File: src/rtl/cdiff_pkg.sv
package cdiff_pkg;

  localparam int NSTG = 5;
  localparam int CW [NSTG] = '{26, 22, 21, 20, 19};
  localparam int IN_W  = CW[0];
  localparam int OUT_W = CW[NSTG-1];

  // width of link segment k: input of stage k, or the cascade output for k == NSTG
  function automatic int seg_w(input int k);
    return (k < NSTG) ? CW[k] : CW[NSTG-1];
  endfunction

  // bit offset of link segment k inside the flat inter-stage bus
  function automatic int link_off(input int k);
    int s;
    s = 0;
    for (int i = 0; i < k; i++) s += seg_w(i);
    return s;
  endfunction

endpackage

File: src/rtl/cdiff_rst_sync.sv
module cdiff_rst_sync (
  input  logic clk,
  input  logic rst_n,
  output logic rst_q_n
);
  logic [1:0] sync_q;
  logic [1:0] sync_d;

  always_comb begin
    sync_d = {sync_q[0], 1'b1};
  end

  always_ff @(posedge clk or negedge rst_n) begin
    if (!rst_n) sync_q <= '0;
    else        sync_q <= sync_d;
  end

  assign rst_q_n = sync_q[1];
endmodule

File: src/rtl/cdiff_stage.sv
module cdiff_stage #(
  parameter int IN_W  = 26,
  parameter int OUT_W = 22
) (
  input  logic             clk,
  input  logic             rst_n,
  input  logic             clr,
  input  logic             stb,
  input  logic             en,
  input  logic [IN_W-1:0]  x,
  output logic [OUT_W-1:0] q
);
  localparam int DROP = IN_W - OUT_W;

  logic [IN_W-1:0]  dly_q;
  logic [IN_W-1:0]  dly_d;
  logic [OUT_W-1:0] diff_hi;

  // only the kept upper bits of the difference are formed; the dropped
  // low part contributes nothing but its borrow
  generate
    if (DROP > 0) begin : g_pruned
      logic borrow;
      always_comb begin
        borrow  = (x[DROP-1:0] < dly_q[DROP-1:0]);
        diff_hi = x[IN_W-1:DROP] - dly_q[IN_W-1:DROP] - {{(OUT_W-1){1'b0}}, borrow};
      end
    end else begin : g_full
      always_comb begin
        diff_hi = x - dly_q;
      end
    end
  endgenerate

  always_comb begin
    q = en ? diff_hi : x[IN_W-1 -: OUT_W];
    dly_d = dly_q;
    if (clr || !en) dly_d = '0;
    else if (stb)   dly_d = x;
  end

  always_ff @(posedge clk or negedge rst_n) begin
    if (!rst_n) dly_q <= '0;
    else        dly_q <= dly_d;
  end
endmodule

File: src/rtl/cdiff_outreg.sv
module cdiff_outreg #(
  parameter int W = 19
) (
  input  logic         clk,
  input  logic         rst_n,
  input  logic         clr,
  input  logic         stb,
  input  logic [W-1:0] d,
  output logic [W-1:0] y,
  output logic         vld
);
  logic [W-1:0] y_d;
  logic         vld_d;

  always_comb begin
    y_d   = y;
    vld_d = 1'b0;
    if (clr) begin
      y_d = '0;
    end else if (stb) begin
      y_d   = d;
      vld_d = 1'b1;
    end
  end

  always_ff @(posedge clk or negedge rst_n) begin
    if (!rst_n) begin
      y   <= '0;
      vld <= 1'b0;
    end else begin
      y   <= y_d;
      vld <= vld_d;
    end
  end
endmodule

File: src/rtl/cdiff_cascade.sv
module cdiff_cascade
  import cdiff_pkg::*;
(
  input  logic             clk,
  input  logic             rst_n,
  input  logic             clr,
  input  logic             stb,
  input  logic [NSTG-1:0]  stage_en,
  input  logic [IN_W-1:0]  x_in,
  output logic [OUT_W-1:0] y_out,
  output logic             y_vld
);
  localparam int LINK_W = link_off(NSTG + 1);

  logic              rst_q_n;
  logic [LINK_W-1:0] link;

  cdiff_rst_sync u_rst (
    .clk     (clk),
    .rst_n   (rst_n),
    .rst_q_n (rst_q_n)
  );

  assign link[link_off(0) +: seg_w(0)] = x_in;

  generate
    for (genvar k = 0; k < NSTG; k++) begin : g_stg
      cdiff_stage #(
        .IN_W  (seg_w(k)),
        .OUT_W (seg_w(k + 1))
      ) u_stage (
        .clk   (clk),
        .rst_n (rst_q_n),
        .clr   (clr),
        .stb   (stb),
        .en    (stage_en[k]),
        .x     (link[link_off(k) +: seg_w(k)]),
        .q     (link[link_off(k + 1) +: seg_w(k + 1)])
      );
    end
  endgenerate

  cdiff_outreg #(.W(OUT_W)) u_out (
    .clk   (clk),
    .rst_n (rst_q_n),
    .clr   (clr),
    .stb   (stb),
    .d     (link[link_off(NSTG) +: OUT_W]),
    .y     (y_out),
    .vld   (y_vld)
  );
endmodule

File: config.mk
export PLATFORM = sky130hd
export DESIGN_NAME = cdiff_cascade
export DESIGN_NICKNAME = d
export VERILOG_FILES = /design/src/rtl/cdiff_pkg.sv /design/src/rtl/cdiff_rst_sync.sv /design/src/rtl/cdiff_stage.sv /design/src/rtl/cdiff_outreg.sv /design/src/rtl/cdiff_cascade.sv
export SDC_FILE = /design/constraint.sdc
export NUM_CORES = 1
export LEC_CHECK = 0
export ABC_AREA = 1
export BUFFER_PORTS_ARGS = -buffer_cell sky130_fd_sc_hd__buf_2
export CORE_MARGIN = 3
export CORE_UTILIZATION = 64
export CTS_CLUSTER_SIZE = 12
export DETAILED_ROUTE_END_ITERATION = 8
export PLACE_DENSITY = 0.81
export SETUP_SLACK_MARGIN = 0.5
export SLEW_MARGIN = 20
export SYNTH_ARGS = -nofsm -noshare
export SYNTH_HDL_FRONTEND = slang
export SYNTH_HIERARCHICAL = 1
export SYNTH_SLANG_ARGS = --single-unit
File: constraint.sdc
create_clock -name clk -period 4.7 [get_ports clk]
set_input_delay 0.47 -clock clk [delete_from_list [all_inputs] [get_ports clk]]
set_output_delay 0.47 -clock clk [all_outputs]
set_load 0.005 [all_outputs]
==> impl_metrics.tcl, run 1 <==
set metrics [dict create \
    cts_buffers 17 \
    dpl_cell_area_um2 17400 \
    dp_hpwl_um 33600 \
    clockBufferDepth 2 \
    synth-edff-count 0 \
    ys_seq_elements 130 \
    syn_nets 2365 \
    worst-endpoint-pin-kind "register input" \
    synth_cell_types 42 \
    die_h_um 153 \
    htreeDepth 4 \
    syn_avg_cell_area_um2 6.42 \
    port_buffers 54 \
    synthTopCellsByArea "dfrtp_1 24%, ha_1 15%, nand2_1 15%" \
    synth_top_cell_by_area "dfrtp_1" \
    synth_top_area_share_pct 23.5 \
    crit_endpoint "u_out/y[16]$_DFFE_PN0P_/D" \
    error "[ERROR DPL-0038] Utilization greater than 100%, impossible to legalize" \
    initial_core_util_pct 65.4 \
    syn_inst 2154 \
    yosys_most_used_dff "dfrtp_1" \
    status "stopped before the end" \
    rows 53 \
    synth_area_um2 13800 \
    cts_sinks 130 \
    cts_root_buf "clkbuf_16" \
    ys_seq_area_share_pct 23.5 \
    yosys_warnings 6 \
    postSynth.asyncResetShare_pct 100 \
    lastStage "5_1_grt" \
    gp_congestion 0.998 \
    die-width_um 153 \
    placed_cells 2742 \
    io_pins 55 \
    grt_max_degree 84 \
]
-- cells in the mapped netlist (4+ instances only) --
library cell  instances
nor4_1               10
nand3_1             133
o21ai_0             152
clkbuf_1             28
a21oi_1             144
buf_4                 5
nor2_2               13
nor2_1              176
nand4_1               7
o21ai_1              24
nand3b_1             15
a21oi_2               8
ha_1                167
dfrtp_1             130
or2_2                 4
nor2_4                6
fa_1                  9
inv_2                 8
nor3_1                5
and2_1                4
xor2_1               12
xnor2_1              24
nand3_2              15
a31oi_1               4
buf_2                13
o21bai_1              7
o22ai_1               6
nand2_2              33
nand2_1             556
buf_6                 4
or2_1                11
inv_1               407
-- timing repair --
item	CTS
pin swaps	178
gates cloned	0
setup endpoints to repair	79
hold endpoints to repair	2
gates resized for setup	293
hold buffers	1
setup buffers	83
-- through the flow --
| step | hold slack [ps] | setup WS (ps) | util (%) |
|---|---|---|---|
| CTS | 313 | -3820 | 94.0 |
| detailed placement | 260 | -4470 | 82.3 |
| global placement | 255 | -4220 | 82.3 |
| floorplan | 174 | -3050 | - |
-- cells by family after synthesis --
family	after synthesis	share of synthesized area, %
simple gates	991	31.2
buf+inv	469	13.3
compound gates	351	13.3
fa+ha+maj	176	16.4
flops	130	23.5
xor+xnor	36	2.28
other cells	1	0.0271
==> inputs of run 2 (changes only) <==
CORE_UTILIZATION = 40   (was 64)
CTS_CLUSTER_SIZE = not set   (was 12)
PLACE_DENSITY = not set   (was 0.81)
PLACE_DENSITY_LB_ADDON = 0.15   (was not set)
SETUP_SLACK_MARGIN = not set   (was 0.5)
==> impl_metrics.tcl, run 2 <==
set metrics [dict create \
    status "finished with violations" \
    violations "negative setup slack" \
    cp_common_cell "nand2_1" \
    tightest_slew_ps 987 \
    synth_area_um2 13800 \
    design.core.area_um2 33800 \
    drt_wl_total_um 46500 \
    dpl_cell_area_um2 17900 \
    reg_top3 "g_stg.u_stage/dly_q: 108 flops, u_out/y: 19 flops, u_rst/sync_q: 2 flops" \
    drtAntennaViolNets 0 \
    period_share_pct 181 \
    multi_input_area_um2 11500 \
    setup_ws_ps -3790 \
    cts_buffers 17 \
    finalHoldViolCount 0 \
    layout_commonest_cell "nand2_1" \
    postSynth.asyncResetShare_pct 100 \
    yosys_most_used_dff "dfrtp_1" \
    synth_top_area_share_pct 23.5 \
    syn_nets 2365 \
    critPathArrivalTime_ps 8830 \
    antenna_found_initial 0 \
    final_util_pct 63.6 \
    ys_seq_elements 130 \
    htreeDepth 4 \
    rsz0062_at_grt "yes" \
    ys_seq_area_share_pct 23.5 \
    cp_max_fo 5 \
    drive_above_1_share_pct 42.7 \
    gp_congestion 0.910 \
    clockBufferDepth 2 \
    clock.fmax_mhz 118 \
    initial_core_util_pct 41.0 \
    finalClockSkew_ps 12.7 \
    cts_sinks 130 \
    startpoint_type "register" \
    layout_common_cells "425 x nand2_1, 396 x buf_4, 312 x inv_1" \
    cp.required_ps 5040 \
    cts_root_buf "clkbuf_16" \
    p_leak_nw 10.9 \
    seq_area_um2 3260 \
    synth_cell_types 42 \
    yosysMostFrequentCell "nand2_1" \
    clk_latency_ps 460 \
    largest_reg_flops 108 \
    die_area_um2 36900 \
    syn_inst 2154 \
    wl_per_cell_um 15.1 \
    grt_pass1_wl_um 75200 \
    drc 0 \
    areaGrowthSynthToFinish_pct 55.2 \
    synth_top_cell_by_area "dfrtp_1" \
    vias 15200 \
    cts_tree "done" \
    setup_viol 69 \
    synthTopCellsByArea "dfrtp_1 24%, ha_1 15%, nand2_1 15%" \
    clk_transition_reported_paths_ps 60 \
    rows 67 \
    grt_pass1_vias 15400 \
    fill_cells 2961 \
    slowest_delay_ps 520 \
    post-route-min-period_ps 8490 \
    dp_hpwl_um 33700 \
    finish.instance_area_um2 21500 \
    slew_headroom_pct 34.1 \
    first_iter_violations 692 \
    hold_path_class "in2reg" \
    io_pins 55 \
    yosys_warnings 6 \
    n_antenna_cell 0 \
    drv_slew 0 \
    drt_first_pass_iters 7 \
    port_buffers 54 \
    synth_commonest_cells "556 x nand2_1, 407 x inv_1, 176 x nor2_1, 167 x ha_1, 152 x o21ai_0" \
    layout.nets 2838 \
    cp_slowest_cell "fa_1" \
    grt-ovfl-total 0 \
    die-width_um 192 \
    synth-edff-count 0 \
    grtUsageTotal_pct 25.3 \
    maxCapViolCount 0 \
    pwr_density_cell_nw_per_um2 526 \
    critPathKind "reg2reg" \
    die_h_um 192 \
    end_kind "register" \
    grt_max_degree 69 \
    syn_avg_cell_area_um2 6.42 \
    via_per_inst 4.93 \
    ir_drop_mv 0.341 \
    top_register "g_stg.u_stage/dly_q" \
]
run 2: power by group:
part | switching [W] | leakage, nW | internal [W]
registers | 0.0000741 | 1.75 | 0.00122
logic | 0.00441 | 8.82 | 0.00412
clock network | 0.000623 | 0.298 | 0.000850
total | 0.00510 | 10.9 | 0.00619
run 2: area by class of cell:
| type | count | area share [%] |
|---|---|---|
| inverter | 417 | 7.40 |
| sequential | 130 | 15.2 |
| clock inverter | 15 | 0.909 |
| tap | 448 | 2.61 |
| clock buffer | 17 | 1.98 |
| multi-input combinational | 1555 | 53.7 |
| timing repair buffer | 506 | 18.3 |
run 2: per-layer routing:
layer	track usage, %	up-vias	wire length [um]
li1	-	7743	-
met3	3.83	63	1400
met4	7.71	0	1220
met1	32.2	7199	20800
met5	0	-	0
met2	44.2	224	23100
run 2: worst max-delay path, delay by kind of cell (launching register included):
kind,cells,cell delay (ps)
buffers and inverters,15,1100
flip-flops,1,390
XOR/XNOR,1,130
AO/OA/AOI/OAI,5,760
AND/OR/NAND/NOR,37,3190
adder cells (fa/ha/maj),10,2830
run 2: cell families after synthesis:
family          share of synthesized area, %
compound gates                          13.3
xor+xnor                                2.28
fa+ha+maj                               16.4
buf+inv                                 13.3
flops                                   23.5
other cells                           0.0271
simple gates                            31.2
run 2: timing repair:
action | 4_1_cts | 5_1_grt
setup endpoints to repair | 71 | 75
resized for setup | 306 | 214
setup buffers | 89 | 31
hold buffers | 1 | 0
pin swaps | 213 | 62
endpoints found under the hold margin | 2 | 0
run 2: path summary, 6_finish.rpt:
check                                           from                        end  slack [ps]  cells past startpoint
max in group asynchronous            u_rst/sync_q[1]  g_stg[4].u_stage/dly_q[7]        3040                      1
setup / recovery           g_stg[0].u_stage/dly_q[1]                u_out/y[17]       -3790                     68
min in group asynchronous                      rst_n            u_rst/sync_q[0]         340                      2
hold reg to reg                      u_rst/sync_q[0]            u_rst/sync_q[1]         360                      0
hold / removal                               x_in[3]  g_stg[0].u_stage/dly_q[3]         280                      3
setup reg to reg           g_stg[0].u_stage/dly_q[1]                u_out/y[17]       -3790                     68
run 2: per-stage QoR:
stage / total power [W] / TNS [ps] / instances / setup slack, ps / hold slack [ps]
after global placement: 0.00756 / -165320 / 2943 / -4220 / 261
after detailed placement: 0.00762 / -169930 / 2943 / -4260 / 264
after global routing: 0.0122 / -170640 / 3088 / -4280 / 270
final: 0.0113 / -144790 / 3088 / -3790 / 284
after CTS: 0.0104 / -143320 / 3061 / -3690 / 267
after floorplan: 0.00534 / -98950 / 2154 / -3050 / 174
No activity file was read; power rests on OpenSTA's default activity.
==> inputs of run 3 (changes only) <==
GPL_TIMING_DRIVEN = 0   (was not set)
==> impl_metrics.tcl, run 3 (same netlist as run 2, synthesis figures left out) <==
set metrics [dict create \
    p_sw_share_pct 48.2 \
    p_int_w 0.00586 \
    comb_power_share_pct 77.5 \
    hold_path_class "in2reg" \
    p_clk_share_pct 11.1 \
    n_antenna_cell 0 \
    hold_ws_ps 282 \
    cp_common_cell "ha_4" \
    seq_area_um2 3260 \
    layout_commonest_cell "nand2_1" \
    rows 67 \
    crit_buf_inv 8 \
    cp_slowest_cell "fa_1" \
    maxCapViolCount 0 \
    htreeDepth 4 \
    setup_viol 72 \
    die-width_um 192 \
    setup_ws_ps -3940 \
    worstRegToRegCells 61 \
    grt_pass1_vias 14700 \
    r2r-end "u_out/y[18]" \
    reg2reg_from "g_stg[0].u_stage/dly_q[1]" \
    gp_congestion 0.908 \
    layout_common_cells "391 x nand2_1, 300 x inv_1, 187 x buf_4" \
    rsz0062_at_grt "yes" \
    cts_root_buf "clkbuf_16" \
    tightest_slew_ps 880 \
    grt_pass1_wl_um 73500 \
    multi_input_area_um2 12400 \
    hold_depth 3 \
    cts_tree "done" \
    hold_path_startpoint "x_in[2]" \
    ir_drop_mv 0.335 \
    period_share_pct 184 \
    cp_max_fo 5 \
    drtAntennaViolNets 0 \
    drv_slew 0 \
    clk_latency_ps 450 \
    finalClockSkew_ps 13.4 \
    pwr_density_cell_nw_per_um2 545 \
    critPathArrivalTime_ps 9030 \
    cts_sinks 130 \
    grt-ovfl-total 0 \
    drc 0 \
    p_switching_w 0.00546 \
    slew_headroom_pct 41.3 \
    end_kind "register" \
    grtUsageTotal_pct 25.1 \
    reg_top3 "g_stg.u_stage/dly_q: 108 flops, u_out/y: 19 flops, u_rst/sync_q: 2 flops" \
    hold_end "g_stg[0].u_stage/dly_q[2]" \
    largest_reg_flops 108 \
    first_iter_violations 794 \
    die_h_um 192 \
    die_area_um2 36900 \
    via_per_inst 5.12 \
    status "finished with violations" \
    cts_buffers 17 \
    clock.fmax_mhz 116 \
    p_seq_share_pct 11.3 \
    slowest_delay_ps 470 \
    startpoint_type "register" \
    finalPower_w 0.0113 \
    initial_core_util_pct 41.0 \
    post-route-min-period_ps 8640 \
    finalHoldViolCount 0 \
    port_buffers 52 \
    cp.required_ps 5090 \
    grt_max_degree 46 \
    dp_hpwl_um 33700 \
    placed_cells 2656 \
    drt_first_pass_iters 6 \
    violations "negative setup slack" \
    wl_per_cell_um 16.5 \
    crit_family "simple AND/OR/NAND/NOR gates" \
    io_pins 55 \
    vias 14900 \
    clockBufferDepth 2 \
    drt_wl_total_um 48000 \
    drive_above_1_share_pct 42.9 \
    fill_cells 2943 \
    design.core.area_um2 33800 \
    areaGrowthSynthToFinish_pct 50.2 \
    r2r_slack_ps -3940 \
    final_cell_count_no_fill 2912 \
    layout.nets 2664 \
    critPathKind "reg2reg" \
    top_register "g_stg.u_stage/dly_q" \
    p_leak_nw 10.1 \
    antenna_found_initial 0 \
    clk_transition_reported_paths_ps 60 \
]
## run 3: cell type report
class                           count  area share (%)
Buffer                             52            1.35
Timing Repair Buffer              280            10.5
Clock buffer                       19            2.18
Inverter                          417            7.69
Multi-Input combinational cell   1555            59.5
Sequential cell                   130            15.7
Clock inverter                     11           0.397
Tap cell                          448            2.70
## run 3: worst max-delay path by stage
stage,start,endpoint,cells past startpoint
floorplan,x_in[1],u_out/y[17],56
global placement,x_in[1],u_out/y[17],58
detailed placement,x_in[1],u_out/y[17],58
CTS,g_stg[0].u_stage/dly_q[1],u_out/y[18],61
global route,g_stg[0].u_stage/dly_q[1],u_out/y[16],60
finish,g_stg[0].u_stage/dly_q[1],u_out/y[18],61
## run 3: repair_timing
item | 4_1_cts | 5_1_grt
endpoints found under the hold margin | 2 | 0
resized for setup | 373 | 340
buffers inserted | 170 | 63
hold buffers | 1 | 0
setup endpoints to repair | 74 | 76
pin swaps | 220 | 291
## run 3: worst reg2reg max path: cells and delay by family, from the launching register on
family | cells | cell delay, ps
flip-flops | 1 | 380
adder cells (fa/ha/maj) | 11 | 3310
AND/OR/NAND/NOR | 36 | 3640
AO/OA/AOI/OAI | 6 | 790
buffers and inverters | 8 | 480
## run 3: through the flow
| stage | TNS, ps | util (%) | setup WS, ps | cell area, um^2 |
|---|---|---|---|---|
| floorplan | -98950 | - | -3050 | 14700 |
| global placement | -301180 | 46.0 | -4520 | 15500 |
| detailed placement | -175100 | 46.2 | -4570 | 15600 |
| CTS | -144630 | 56.1 | -3710 | 19000 |
| global route | -175560 | 61.5 | -4350 | 20800 |
| finish | -152310 | 61.5 | -3940 | 20800 |
## run 3: per-layer routing
layer	part of all wire [%]	GRT usage (%)
met3	4.1	3.96
met1	42	31.0
met5	0	0
met2	51	44.2
met4	3.1	8.74
## run 3: power groups by stage
stage                     Sequential (W)  Clock, W  Combinational [W]
after CTS                        0.00128   0.00129            0.00728
after global placement           0.00131         0            0.00509
after detailed placement         0.00130         0            0.00518
final                            0.00128   0.00126            0.00878
after floorplan                  0.00130         0            0.00404
after global routing             0.00130   0.00134            0.00945
==> inputs of run 4 (changes only) <==
==> constraint.sdc (replaced) <==
create_clock -name clk -period 4.7 [get_ports clk]
set_input_delay 0.94 -clock clk [delete_from_list [all_inputs] [get_ports clk]]
set_output_delay 0.94 -clock clk [all_outputs]
set_load 0.005 [all_outputs]
==> impl_metrics.tcl, run 4 (same netlist as run 2, synthesis figures left out) <==
set metrics [dict create \
    status "finished with violations" \
    violations "negative setup slack" \
    drc 0 \
    cts_sinks 130 \
    drv_slew 0 \
    cp_slowest_cell "fa_1" \
    grt_pass1_wl_um 71700 \
    top_register "g_stg.u_stage/dly_q" \
    clockBufferDepth 2 \
    drtAntennaViolNets 0 \
    critPathArrivalTime_ps 9180 \
    wl_per_cell_um 16.2 \
    htreeDepth 4 \
    setup_ws_ps -4100 \
    startpoint_type "input port" \
    slowest_delay_ps 470 \
    end_kind "register" \
    cts_root_buf "clkbuf_16" \
    grtUsageTotal_pct 24.5 \
    via_per_inst 5.15 \
    cp_max_fo 5 \
    cts_hold_buf 0 \
    drt_first_pass_iters 5 \
    reg2reg_from "g_stg[0].u_stage/dly_q[1]" \
    port_buffers 52 \
    hold_path_class "reg2async" \
    pwr_density_cell_nw_per_um2 548 \
    cp.required_ps 5080 \
    rsz0062_at_grt "yes" \
    ir_drop_mv 0.302 \
    finalClockSkew_ps 10.2 \
    setup_viol 72 \
    layout_commonest_cell "nand2_1" \
    dpl_cell_area_um2 15600 \
    critPathKind "in2reg" \
    cts_buffers 17 \
    p_leak_nw 9.80 \
    antenna_found_initial 0 \
    areaGrowthSynthToFinish_pct 44.9 \
    gp_congestion 0.914 \
    largest_reg_flops 108 \
    grt_max_degree 54 \
    reg_top3 "g_stg.u_stage/dly_q: 108 flops, u_out/y: 19 flops, u_rst/sync_q: 2 flops" \
    clock.fmax_mhz 114 \
    die-width_um 192 \
    placed_cells 2656 \
    clk_transition_reported_paths_ps 60 \
    grt_pass1_vias 14500 \
    grt-ovfl-total 0 \
    rows 67 \
    first_iter_violations 764 \
    cts_tree "done" \
    design.core.area_um2 33800 \
    dp_hpwl_um 33500 \
    layout_common_cells "411 x nand2_1, 311 x inv_1, 144 x buf_4" \
    layout.nets 2611 \
    maxCapViolCount 0 \
    tightest_slew_ps 803 \
    vias 14700 \
    finalHoldViolCount 0 \
    die_h_um 192 \
    slew_headroom_pct 46.5 \
    drive_above_1_share_pct 38.8 \
    drt_wl_total_um 46200 \
    final_cell_count_no_fill 2861 \
    n_antenna_cell 0 \
    cp_common_cell "ha_4" \
    post-route-min-period_ps 8800 \
    io_pins 55 \
    critPathLaunch "x_in[1]" \
    die_area_um2 36900 \
    period_share_pct 187 \
    finish.instance_area_um2 20100 \
    fill_cells 3007 \
    initial_core_util_pct 41.0 \
    clk_latency_ps 440 \
]
==> run 4: cell type report <==
cell class | count | area, um^2 | area share (%)
multi-input combinational | 1555 | 12100 | 60.1
sequential | 130 | 3260 | 16.2
timing repair buffer | 227 | 1750 | 8.73
inverter | 417 | 1590 | 7.94
tap | 448 | 561 | 2.79
clock buffer | 21 | 450 | 2.25
buffer | 52 | 280 | 1.40
clock inverter | 11 | 106 | 0.530
==> run 4: final timing paths <==
check / endpoint / slack (ps) / cells after the start
setup / recovery: u_out/y[18] / -4100 / 61
hold / removal: g_stg[0].u_stage/dly_q[2] / 260 / 0
hold reg to reg: g_stg[0].u_stage/dly_q[2] / 260 / 0
min in group clk: u_rst/sync_q[1] / 360 / 0
max in group asynchronous: g_stg[2].u_stage/dly_q[18] / 3510 / 2
setup reg to reg: u_out/y[18] / -3960 / 61
==> run 4: power by group <==
part / switching (W) / internal (W)
Sequential: 0.0000624 / 0.00122
Combinational: 0.00467 / 0.00375
Clock: 0.000561 / 0.000745
==> run 4: worst max-delay path: cells and delay by family <==
| kind | cells | cell delay [ps] |
|---|---|---|
| AND/OR/NAND/NOR | 34 | 3360 |
| AO/OA/AOI/OAI | 8 | 1110 |
| adder cells (fa/ha/maj) | 11 | 3280 |
| buffers and inverters | 8 | 470 |
==> run 4: routing by layer <==
metal	global-route usage [%]	wire [um]	vias to the layer above
li1	-	-	7305
met5	0	0	-
met4	7.54	1120	0
met2	44.0	23600	306
met3	3.94	2160	64
met1	30.0	19400	7067
==> run 4: stage by stage <==
stage | utilization [%] | hold slack [ps] | total power [W] | worst slack (ps) | setup TNS (ps)
after floorplan | - | 331 | 0.00534 | -3520 | -127780
after global placement | 46.0 | 334 | 0.00639 | -4960 | -334420
after detailed placement | 46.2 | 271 | 0.00648 | -5060 | -211160
after CTS | 55.3 | 259 | 0.00974 | -3850 | -144650
after global routing | 59.4 | 260 | 0.0118 | -4420 | -172530
final | 59.4 | 257 | 0.0110 | -4100 | -152710
==> run 4: timing repair <==
| action | 4_1_cts | 5_1_grt |
|---|---|---|
| pin swaps | 230 | 152 |
| setup endpoints to repair | 75 | 77 |
| resized for setup | 373 | 251 |
| buffers inserted | 133 | 44 |
